[src/rtl/maxsel_pkg.sv]
package maxsel_pkg;

    typedef enum logic [1:0] {
        ARCH_ALLPAIRS = 2'd0,
        ARCH_TREE     = 2'd1,
        ARCH_COLUMN   = 2'd2
    } maxsel_arch_e;

    // Flat slot of the comparator for the unordered pair (i, j), i < j.
    function automatic int pair_slot(input int k, input int i, input int j);
        return i * k - (i * (i + 1)) / 2 + (j - i - 1);
    endfunction

endpackage

[src/rtl/maxsel_allpairs.sv]
module maxsel_allpairs
    import maxsel_pkg::*;
#(
    parameter int N_BITS = 8,
    parameter int K_IN   = 4
) (
    input  logic [K_IN*N_BITS-1:0] operands,
    output logic [K_IN-1:0]        win
);
    localparam int PAIRS = K_IN * (K_IN - 1) / 2;

    // ge_bus[slot(i,j)] = operand i >= operand j, for i < j only.
    logic [PAIRS-1:0] ge_bus;

    for (genvar gi = 0; gi < K_IN; gi++) begin : g_row
        for (genvar gj = gi + 1; gj < K_IN; gj++) begin : g_col
            localparam int SLOT = pair_slot(K_IN, gi, gj);
            assign ge_bus[SLOT] = operands[gi*N_BITS +: N_BITS] >= operands[gj*N_BITS +: N_BITS];
        end
    end

    // >= against higher indices, strict > against lower indices.
    always_comb begin
        for (int i = 0; i < K_IN; i++) begin
            win[i] = 1'b1;
            for (int j = 0; j < K_IN; j++) begin
                if (j > i)
                    win[i] = win[i] & ge_bus[pair_slot(K_IN, i, j)];
                else if (j < i)
                    win[i] = win[i] & ~ge_bus[pair_slot(K_IN, j, i)];
            end
        end
    end

endmodule

[src/rtl/maxsel_tree.sv]
module maxsel_tree #(
    parameter int N_BITS = 8,
    parameter int K_IN   = 4
) (
    input  logic [K_IN*N_BITS-1:0] operands,
    output logic [K_IN-1:0]        win
);
    localparam int PAD_W = (K_IN > 1) ? $clog2(K_IN) : 1;
    localparam int K_PAD = 1 << PAD_W;
    localparam int NODES = 2 * K_PAD - 1;

    // Heap layout: node n (1-based) at slot n-1, leaves at K_PAD..2*K_PAD-1.
    logic [N_BITS-1:0] node_val [NODES];
    logic [PAD_W-1:0]  node_idx [NODES];
    logic              node_ok  [NODES];
    logic              take_hi;

    always_comb begin
        take_hi = 1'b0;
        for (int i = 0; i < K_IN; i++) begin
            node_val[K_PAD + i - 1] = operands[i*N_BITS +: N_BITS];
            node_idx[K_PAD + i - 1] = PAD_W'(i);
            node_ok [K_PAD + i - 1] = 1'b1;
        end
        for (int i = K_IN; i < K_PAD; i++) begin
            node_val[K_PAD + i - 1] = '0;
            node_idx[K_PAD + i - 1] = PAD_W'(i);
            node_ok [K_PAD + i - 1] = 1'b0;
        end
        // upper half replaces lower half only when strictly greater.
        for (int n = K_PAD - 1; n >= 1; n--) begin
            take_hi = node_ok[2*n] &&
                      (!node_ok[2*n - 1] || (node_val[2*n] > node_val[2*n - 1]));
            node_val[n-1] = take_hi ? node_val[2*n] : node_val[2*n - 1];
            node_idx[n-1] = take_hi ? node_idx[2*n] : node_idx[2*n - 1];
            node_ok [n-1] = node_ok[2*n] | node_ok[2*n - 1];
        end
    end

    always_comb begin
        for (int i = 0; i < K_IN; i++)
            win[i] = (node_idx[0] == PAD_W'(i));
    end

endmodule

[src/rtl/maxsel_column.sv]
module maxsel_column #(
    parameter int N_BITS = 8,
    parameter int K_IN   = 4
) (
    input  logic [K_IN*N_BITS-1:0] operands,
    output logic [K_IN-1:0]        win
);
    logic [K_IN-1:0] alive;
    logic [K_IN-1:0] column;
    logic [K_IN-1:0] hits;

    // walk from MSB; a column with no surviving 1 removes nobody.
    always_comb begin
        alive  = '1;
        column = '0;
        hits   = '0;
        for (int b = N_BITS - 1; b >= 0; b--) begin
            for (int i = 0; i < K_IN; i++)
                column[i] = operands[i*N_BITS + b];
            hits = alive & column;
            if (hits != '0)
                alive = hits;
        end
        // Survivors are all equal; keep the lowest-index one.
        win = alive & (~alive + K_IN'(1));
    end

endmodule

[src/rtl/maxsel_mux.sv]
module maxsel_mux #(
    parameter int N_BITS = 8,
    parameter int K_IN   = 4,
    parameter int IDX_W  = 2
) (
    input  logic [K_IN*N_BITS-1:0] operands,
    input  logic [K_IN-1:0]        win,
    output logic [N_BITS-1:0]      sel_value,
    output logic [IDX_W-1:0]       sel_index
);
    always_comb begin
        sel_value = '0;
        sel_index = '0;
        for (int i = 0; i < K_IN; i++) begin
            sel_value = sel_value | ({N_BITS{win[i]}} & operands[i*N_BITS +: N_BITS]);
            if (win[i])
                sel_index = sel_index | IDX_W'(i);
        end
    end

endmodule

[src/rtl/maxsel_top.sv]
module maxsel_top
    import maxsel_pkg::*;
#(
    parameter int           N_BITS = 8,
    parameter int           K_IN   = 4,
    parameter maxsel_arch_e ARCH   = ARCH_ALLPAIRS,
    localparam int          IDX_W  = (K_IN > 1) ? $clog2(K_IN) : 1
) (
    input  logic                   clk,
    input  logic                   rst_n,
    input  logic                   in_valid,
    input  logic [K_IN*N_BITS-1:0] operands,
    output logic                   out_valid,
    output logic [N_BITS-1:0]      max_value,
    output logic [IDX_W-1:0]       max_index
);
    logic [K_IN-1:0]   win;
    logic [N_BITS-1:0] sel_value;
    logic [IDX_W-1:0]  sel_index;

    if (ARCH == ARCH_ALLPAIRS) begin : g_allpairs
        maxsel_allpairs #(.N_BITS(N_BITS), .K_IN(K_IN)) u_core (
            .operands(operands), .win(win));
    end else if (ARCH == ARCH_TREE) begin : g_tree
        maxsel_tree #(.N_BITS(N_BITS), .K_IN(K_IN)) u_core (
            .operands(operands), .win(win));
    end else begin : g_column
        maxsel_column #(.N_BITS(N_BITS), .K_IN(K_IN)) u_core (
            .operands(operands), .win(win));
    end

    maxsel_mux #(.N_BITS(N_BITS), .K_IN(K_IN), .IDX_W(IDX_W)) u_mux (
        .operands (operands),
        .win      (win),
        .sel_value(sel_value),
        .sel_index(sel_index)
    );

    always_ff @(posedge clk) begin
        if (!rst_n) begin
            out_valid <= 1'b0;
            max_value <= '0;
            max_index <= '0;
        end else begin
            out_valid <= in_valid;
            if (in_valid) begin
                max_value <= sel_value;
                max_index <= sel_index;
            end
        end
    end

    a_r7_single_winner: assert property (@(posedge clk) disable iff (!rst_n)
        in_valid |-> ($countones(win) == 1));

    a_r2_valid_follows: assert property (@(posedge clk) disable iff (!rst_n)
        in_valid |=> out_valid);

    a_r2_valid_drops: assert property (@(posedge clk) disable iff (!rst_n)
        !in_valid |=> !out_valid);

    a_r5_hold_result: assert property (@(posedge clk) disable iff (!rst_n)
        !in_valid |=> ($stable(max_value) && $stable(max_index)));

    a_r4_index_in_range: assert property (@(posedge clk) disable iff (!rst_n)
        out_valid |-> (int'(max_index) < K_IN));

    for (genvar gi = 0; gi < K_IN; gi++) begin : g_dom
        a_r3_dominates: assert property (@(posedge clk) disable iff (!rst_n)
            in_valid |-> (sel_value >= operands[gi*N_BITS +: N_BITS]));
    end

endmodule

[config.mk]
export PLATFORM = sky130hd
export DESIGN_NAME = maxsel_top
export DESIGN_NICKNAME = d
export VERILOG_FILES = /design/src/rtl/maxsel_pkg.sv /design/src/rtl/maxsel_allpairs.sv /design/src/rtl/maxsel_tree.sv /design/src/rtl/maxsel_column.sv /design/src/rtl/maxsel_mux.sv /design/src/rtl/maxsel_top.sv
export SDC_FILE = /design/constraint.sdc
export NUM_CORES = 1
export LEC_CHECK = 0
export BUFFER_PORTS_ARGS = -buffer_cell sky130_fd_sc_hd__buf_2
export CAP_MARGIN = 10
export CORE_MARGIN = 3
export CORE_UTILIZATION = 53
export CTS_CLUSTER_DIAMETER = 200
export CTS_CLUSTER_SIZE = 40
export DETAILED_ROUTE_END_ITERATION = 10
export PLACE_DENSITY = 0.81
export SYNTH_ARGS = -nofsm -noshare
export SYNTH_HDL_FRONTEND = slang
export SYNTH_SLANG_ARGS = --single-unit
[constraint.sdc]
create_clock -name clk -period 2.3 [get_ports clk]
set_input_delay 0.23 -clock clk [delete_from_list [all_inputs] [get_ports clk]]
set_output_delay 0.23 -clock clk [all_outputs]
set_load 0.005 [all_outputs]
# ---- After elaboration in Yosys (flattened, before gate mapping)
# Index checks and enable logic that the tools add are counted.
dict set report totals {
  output_inout_bits 11
  wordCells 33
  input_bits 35
  reg_bits 11
}
dict set report op_classes {
  magnitude_cmp 6
  n_bitwise 21
  muxes 3
}
# cell count
set ops {}
lappend ops {{8-bit >= comparator} 6}
lappend ops {{8-bit bitwise AND} 4}
lappend ops {{8-bit OR} 3}
lappend ops {{1-bit bitwise AND} 8}
lappend ops {{1-bit NOT} 6}
lappend ops {{2-bit 2-to-1 mux} 2}
lappend ops {{1-bit 2-to-1 mux} 1}

# ---- Logic depth before layout (Yosys ltp)
dict set report depth {
  depth_word 8
  ltp_mapped 9
  depth_no_buf 8
}

# ---- Cells and area by module
# A second synthesis with hierarchy kept.
dict set report unflattened {
  hier_cells 204
  area_unflattened_um2 1814.2
}
# module seq_area_each_um2 cells_each instances area_each_um2
set by_module_without_submodules {}
lappend by_module_without_submodules {maxsel_allpairs 0.0 140 1 1191.1}
lappend by_module_without_submodules {maxsel_top 220.2 34 1 405.4}
lappend by_module_without_submodules {maxsel_mux 0.0 30 1 217.7}

# ---- Least setup slack after synthesis
# Ideal clock, no wire load.
dict set report synth_timing {
  path_kind {input port to flip-flop}
  start {input port operands[0]}
  end {register max_value[0]}
  setup_slack_ps 337
  t_arrival_ps 1882
  t_required_ps 2219
  cell_stages 9
  n_path_buf 1
  cell_sequence {inv_1 -> ha_1 -> nand2b_4 -> a2111o_1 -> a31o_1 -> and4bb_1 -> buf_6 -> nand2_1 -> a41oi_1}
}
dict set report synth_between {
  elab_chain_cells 8
  word_cells_on_any_way 21
  cone_classes {order compare (3); bitwise (18)}
}
# item line_no
set synth_lines {}
lappend synth_lines {{start: declaration} maxsel_top.sv:12} ;# input logic [K_IN*N_BITS-1:0] operands,
lappend synth_lines {{8-bit >= comparator} maxsel_allpairs.sv:18} ;# assign ge_bus[SLOT] = operands[gi*N_BITS +: N_BITS] >= operands[gj*N_BITS +: N_BITS];
lappend synth_lines {{1-bit NOT} maxsel_allpairs.sv:30} ;# win[i] = win[i] & ~ge_bus[pair_slot(K_IN, j, i)];
lappend synth_lines {{1-bit bitwise AND (2 in series)} maxsel_allpairs.sv:28} ;# win[i] = win[i] & ge_bus[pair_slot(K_IN, i, j)];
lappend synth_lines {{8-bit bitwise AND} maxsel_mux.sv:15} ;# sel_value = sel_value | ({N_BITS{win[i]}} & operands[i*N_BITS +: N_BITS]);
lappend synth_lines {{8-bit OR (2 in series)} maxsel_mux.sv:15}
lappend synth_lines {{8-bit OR (*)} maxsel_mux.sv:15}
lappend synth_lines {{end signal: assignment} maxsel_top.sv:47} ;# max_value <= sel_value;
lappend synth_lines {{end: declaration} maxsel_top.sv:14} ;# output logic [N_BITS-1:0] max_value,
# Every way passes the cells marked *; elsewhere a longest branch is shown, timed or not.
# A chain may end at the register's enable or synchronous reset.

# ---- Worst setup path in the final report
dict set report layout_timing {
  start {input port operands[16]}
  end {register max_value[4]}
}
dict set report layout_between {
  elab_chain_cells 7
  word_cells_on_any_way 20
  cone_classes {order compare (3); bitwise (17)}
}
# item line_no
set layout_lines {}
lappend layout_lines {{8-bit >= comparator} maxsel_allpairs.sv:18}
lappend layout_lines {{1-bit bitwise AND or 1-bit NOT (tied branches)} {maxsel_allpairs.sv:28, maxsel_allpairs.sv:30}}
lappend layout_lines {{1-bit bitwise AND, on equally long branches} {maxsel_allpairs.sv:28, maxsel_allpairs.sv:30}}
lappend layout_lines {{8-bit bitwise AND or 1-bit bitwise AND (tied branches)} {maxsel_mux.sv:15, maxsel_allpairs.sv:28}}
lappend layout_lines {{8-bit OR or 8-bit bitwise AND (tied branches)} maxsel_mux.sv:15}
lappend layout_lines {{8-bit OR} maxsel_mux.sv:15}
lappend layout_lines {{8-bit OR (*)} maxsel_mux.sv:15}
# Marks and branches as above.

==> impl_metrics.toml <==
[status]
status = "finished, final reports clean"

[worst_setup_path]
critPathKind = "input pin to register"
max_stage_delay_ns = 0.52
path_max_fanout = 10
crit_path_end_kind = "register"
r2r_cells = 2
slowest_stage = "a2111oi_1"
crit_chain = "buf_2 -> inv_1 -> ha_1 -> nand2b_1 -> a2111oi_1 -> buf_4 -> o31ai_1 -> and4bb_1 -> buf_4 -> nand2_1 -> a41oi_1"
crit_top_cell = "buf_4"
cp_data_arrival_time_ns = 2.31
start_kind = "input pin"
required_ns = 2.50

[yosys]
synth_seq_cells = 11
synth-seq-area-share_pct = 13.50
syn_nets = 277
ys_async_sr_fraction_pct = 0
synth_most_common_cell = "ha_1"
synth_commonest_cells = "ha_1, inv_1, o21ai_0"
synth_area_leaders = "ha_1, dfxtp_1, inv_1"
synthCells = 194
syn_avg_cell_area_sq_um = 8.410
synthDistinctLibCells = 38
synth.yosys.warnings = 0
netlist_area_sq_um = 1632
netlist.area_leader.share_pct = 36.81
synth_enable_flop_cells = 0
synth_top_area_cell = "ha_1"
ys.flop_type = "dfxtp_1"

[place]
placed_cell_area_sq_um = 1949
post-place-cells = 277
dp_hpwl_mm = 3.726
pre_cts_ws_ns = -0.1835
gp_congestion = 0.8765
port_buffers = 45

[drt]
avgViaCountPerCell = 6.039
antenna_left = 0
wirelength_mm = 4.361
vias = 1697
drt_drc_violations_left = 0
dr.pass1.iters = 4
wl_per_cell_um = 15.52
drt-initial-drc-count = 73

[hold_path]
hp-class = "input pin to register"
holdPathStages = 3

[clock_tree]
cts_buffers = 3
cts_root_buffer = "clkbuf_4"
cts_tree = "done"
cts_resized = 0
htree_levels = 1
ctsHoldBuffers = 0
clock_latency_ns = 0.28
cts_num_sinks = 11
cts_buffer_depth = 2
clkTransAtPathRegs_ns = 0.07
post_cts_buffers = 0

[final_layout]
drive_gt1_share_pct = 24.80
multi_input_area_sq_um = 1286
ff_latch_area_sq_um = 220.2
final.fill_count = 265
num_antenna_cells = 0
syn_to_final_growth_pct = 21.17
final_cell_area_sq_um = 1977
stdcell_count = 281
nets = 334

[timing]
min_period_ns = 2.112
fmaxAchievable_mhz = 473.4
worst_clock_skew_ns = 0
grt_setup_unrepaired = "no"
hold_viol_final = 0
tightestPinTransition_ns = 0.4842
drv_slew = 0
finalSetupViolCount = 0
post-route-period-util_pct = 91.84
timing.final.ws_setup_ns = 0.1877
max_slew_margin_pct = 67.64

[global_routing]
grt_overflow = 0
grtUsageTotal_pct = 23.96
grt_max_degree = 22
grt_pass1_wl_mm = 7.003
first_global_vias = 1665
antenna_found_initial = 0

[die]
pin_count = 46
chipHeight_um = 61.49
initial_core_util_pct = 57.19
die_area_sq_um = 3780
num_rows = 19
core_sq_um = 2853
die_x_um = 61.49

[power_and_ir_drop]
power.density_nw_per_um2 = 349.9
power_mw = 0.6917
leakagePower_nw = 1.060
peakVddDrop_mv = 0.2389

[job]
drv_cap = 0
final timing paths:
path / startpoint / end / slack, ns
max: operands[16] / max_value[4] / 0.19
min: operands[26] / max_value[2] / 0.26
max reg2reg: max_value[0] / max_value[0] / 1.60
min reg2reg: max_index[1] / max_index[1] / 0.53
registers in the layout (all words and copies together), names as in the netlist:
signal,count
max_index,2
out_valid,1
max_value,8
cells by family after synthesis:
family                   share of synthesized area, %
flip-flops                                      13.50
AND/OR/NAND/NOR                                 14.34
buffers and inverters                           7.746
AO/OA/AOI/OAI                                   27.61
adder cells (fa/ha/maj)                         36.81
report_power, final:
part | internal (mW) | switching, mW | total, mW | leakage (nW)
Sequential | 0.207 | 0.00726 | 0.214 | 0.0911
Clock | 0.0674 | 0.0702 | 0.138 | 0.0150
Combinational | 0.157 | 0.183 | 0.340 | 0.954
layer usage:
layer,track usage [%],up-vias,wire [um],share of wire (%)
li1,-,854,-,-
met3,2.935,2,168,3.9
met5,0,-,0,0
met1,29.50,803,1962,45
met2,44.39,38,2216,51
met4,4.545,0,13,0.30
cells in the final DEF (no fill, tap or decap), drive strengths merged:
cell      n
inv      24
a221oi    2
nor2      4
nand3    10
nand2    13
a41oi     8
dfxtp    11
and3b     1
o21a      3
o2111ai   1
a21oi    11
ha       48
and4      3
o2111a    1
a22oi     8
and2      1
buf      57
a2111o    1
a211oi    2
and4bb    1
a211o     1
nor3b     2
o31ai     1
o211ai    1
nand4     1
a21o      2
a31o      1
a2111oi   2
nand2b    6
o21ai    16
a41o      1
o211a     1
clkbuf    4
a221o     1
cell type report:
type                    count  area share, %
repair buffers             57          15.95
flip-flops and latches     11          11.14
well taps                  31          1.962
multi-input cells         154          65.06
clock buffers               4          1.329
inverters                  24          4.557
stage by stage:
stage,setup TNS (ns),hold slack (ns),util [%]
6_report,0,0.2569,69.30
3_5_place_dp,-1.676,0.5184,68.33
5_1_grt,0,0.2777,69.30
4_1_cts,0,0.2473,69.25
3_3_place_gp,-1.035,0.5053,68.33
2_1_floorplan,0,0.3723,-
worst max-delay path, delay by kind of cell:
family / cells / cell delay [ns]
simple gates: 3 / 0.49
fa+ha+maj: 1 / 0.27
compound gates: 3 / 0.79
buf+inv: 4 / 0.53
No activity file was read; power rests on OpenSTA's default activity.
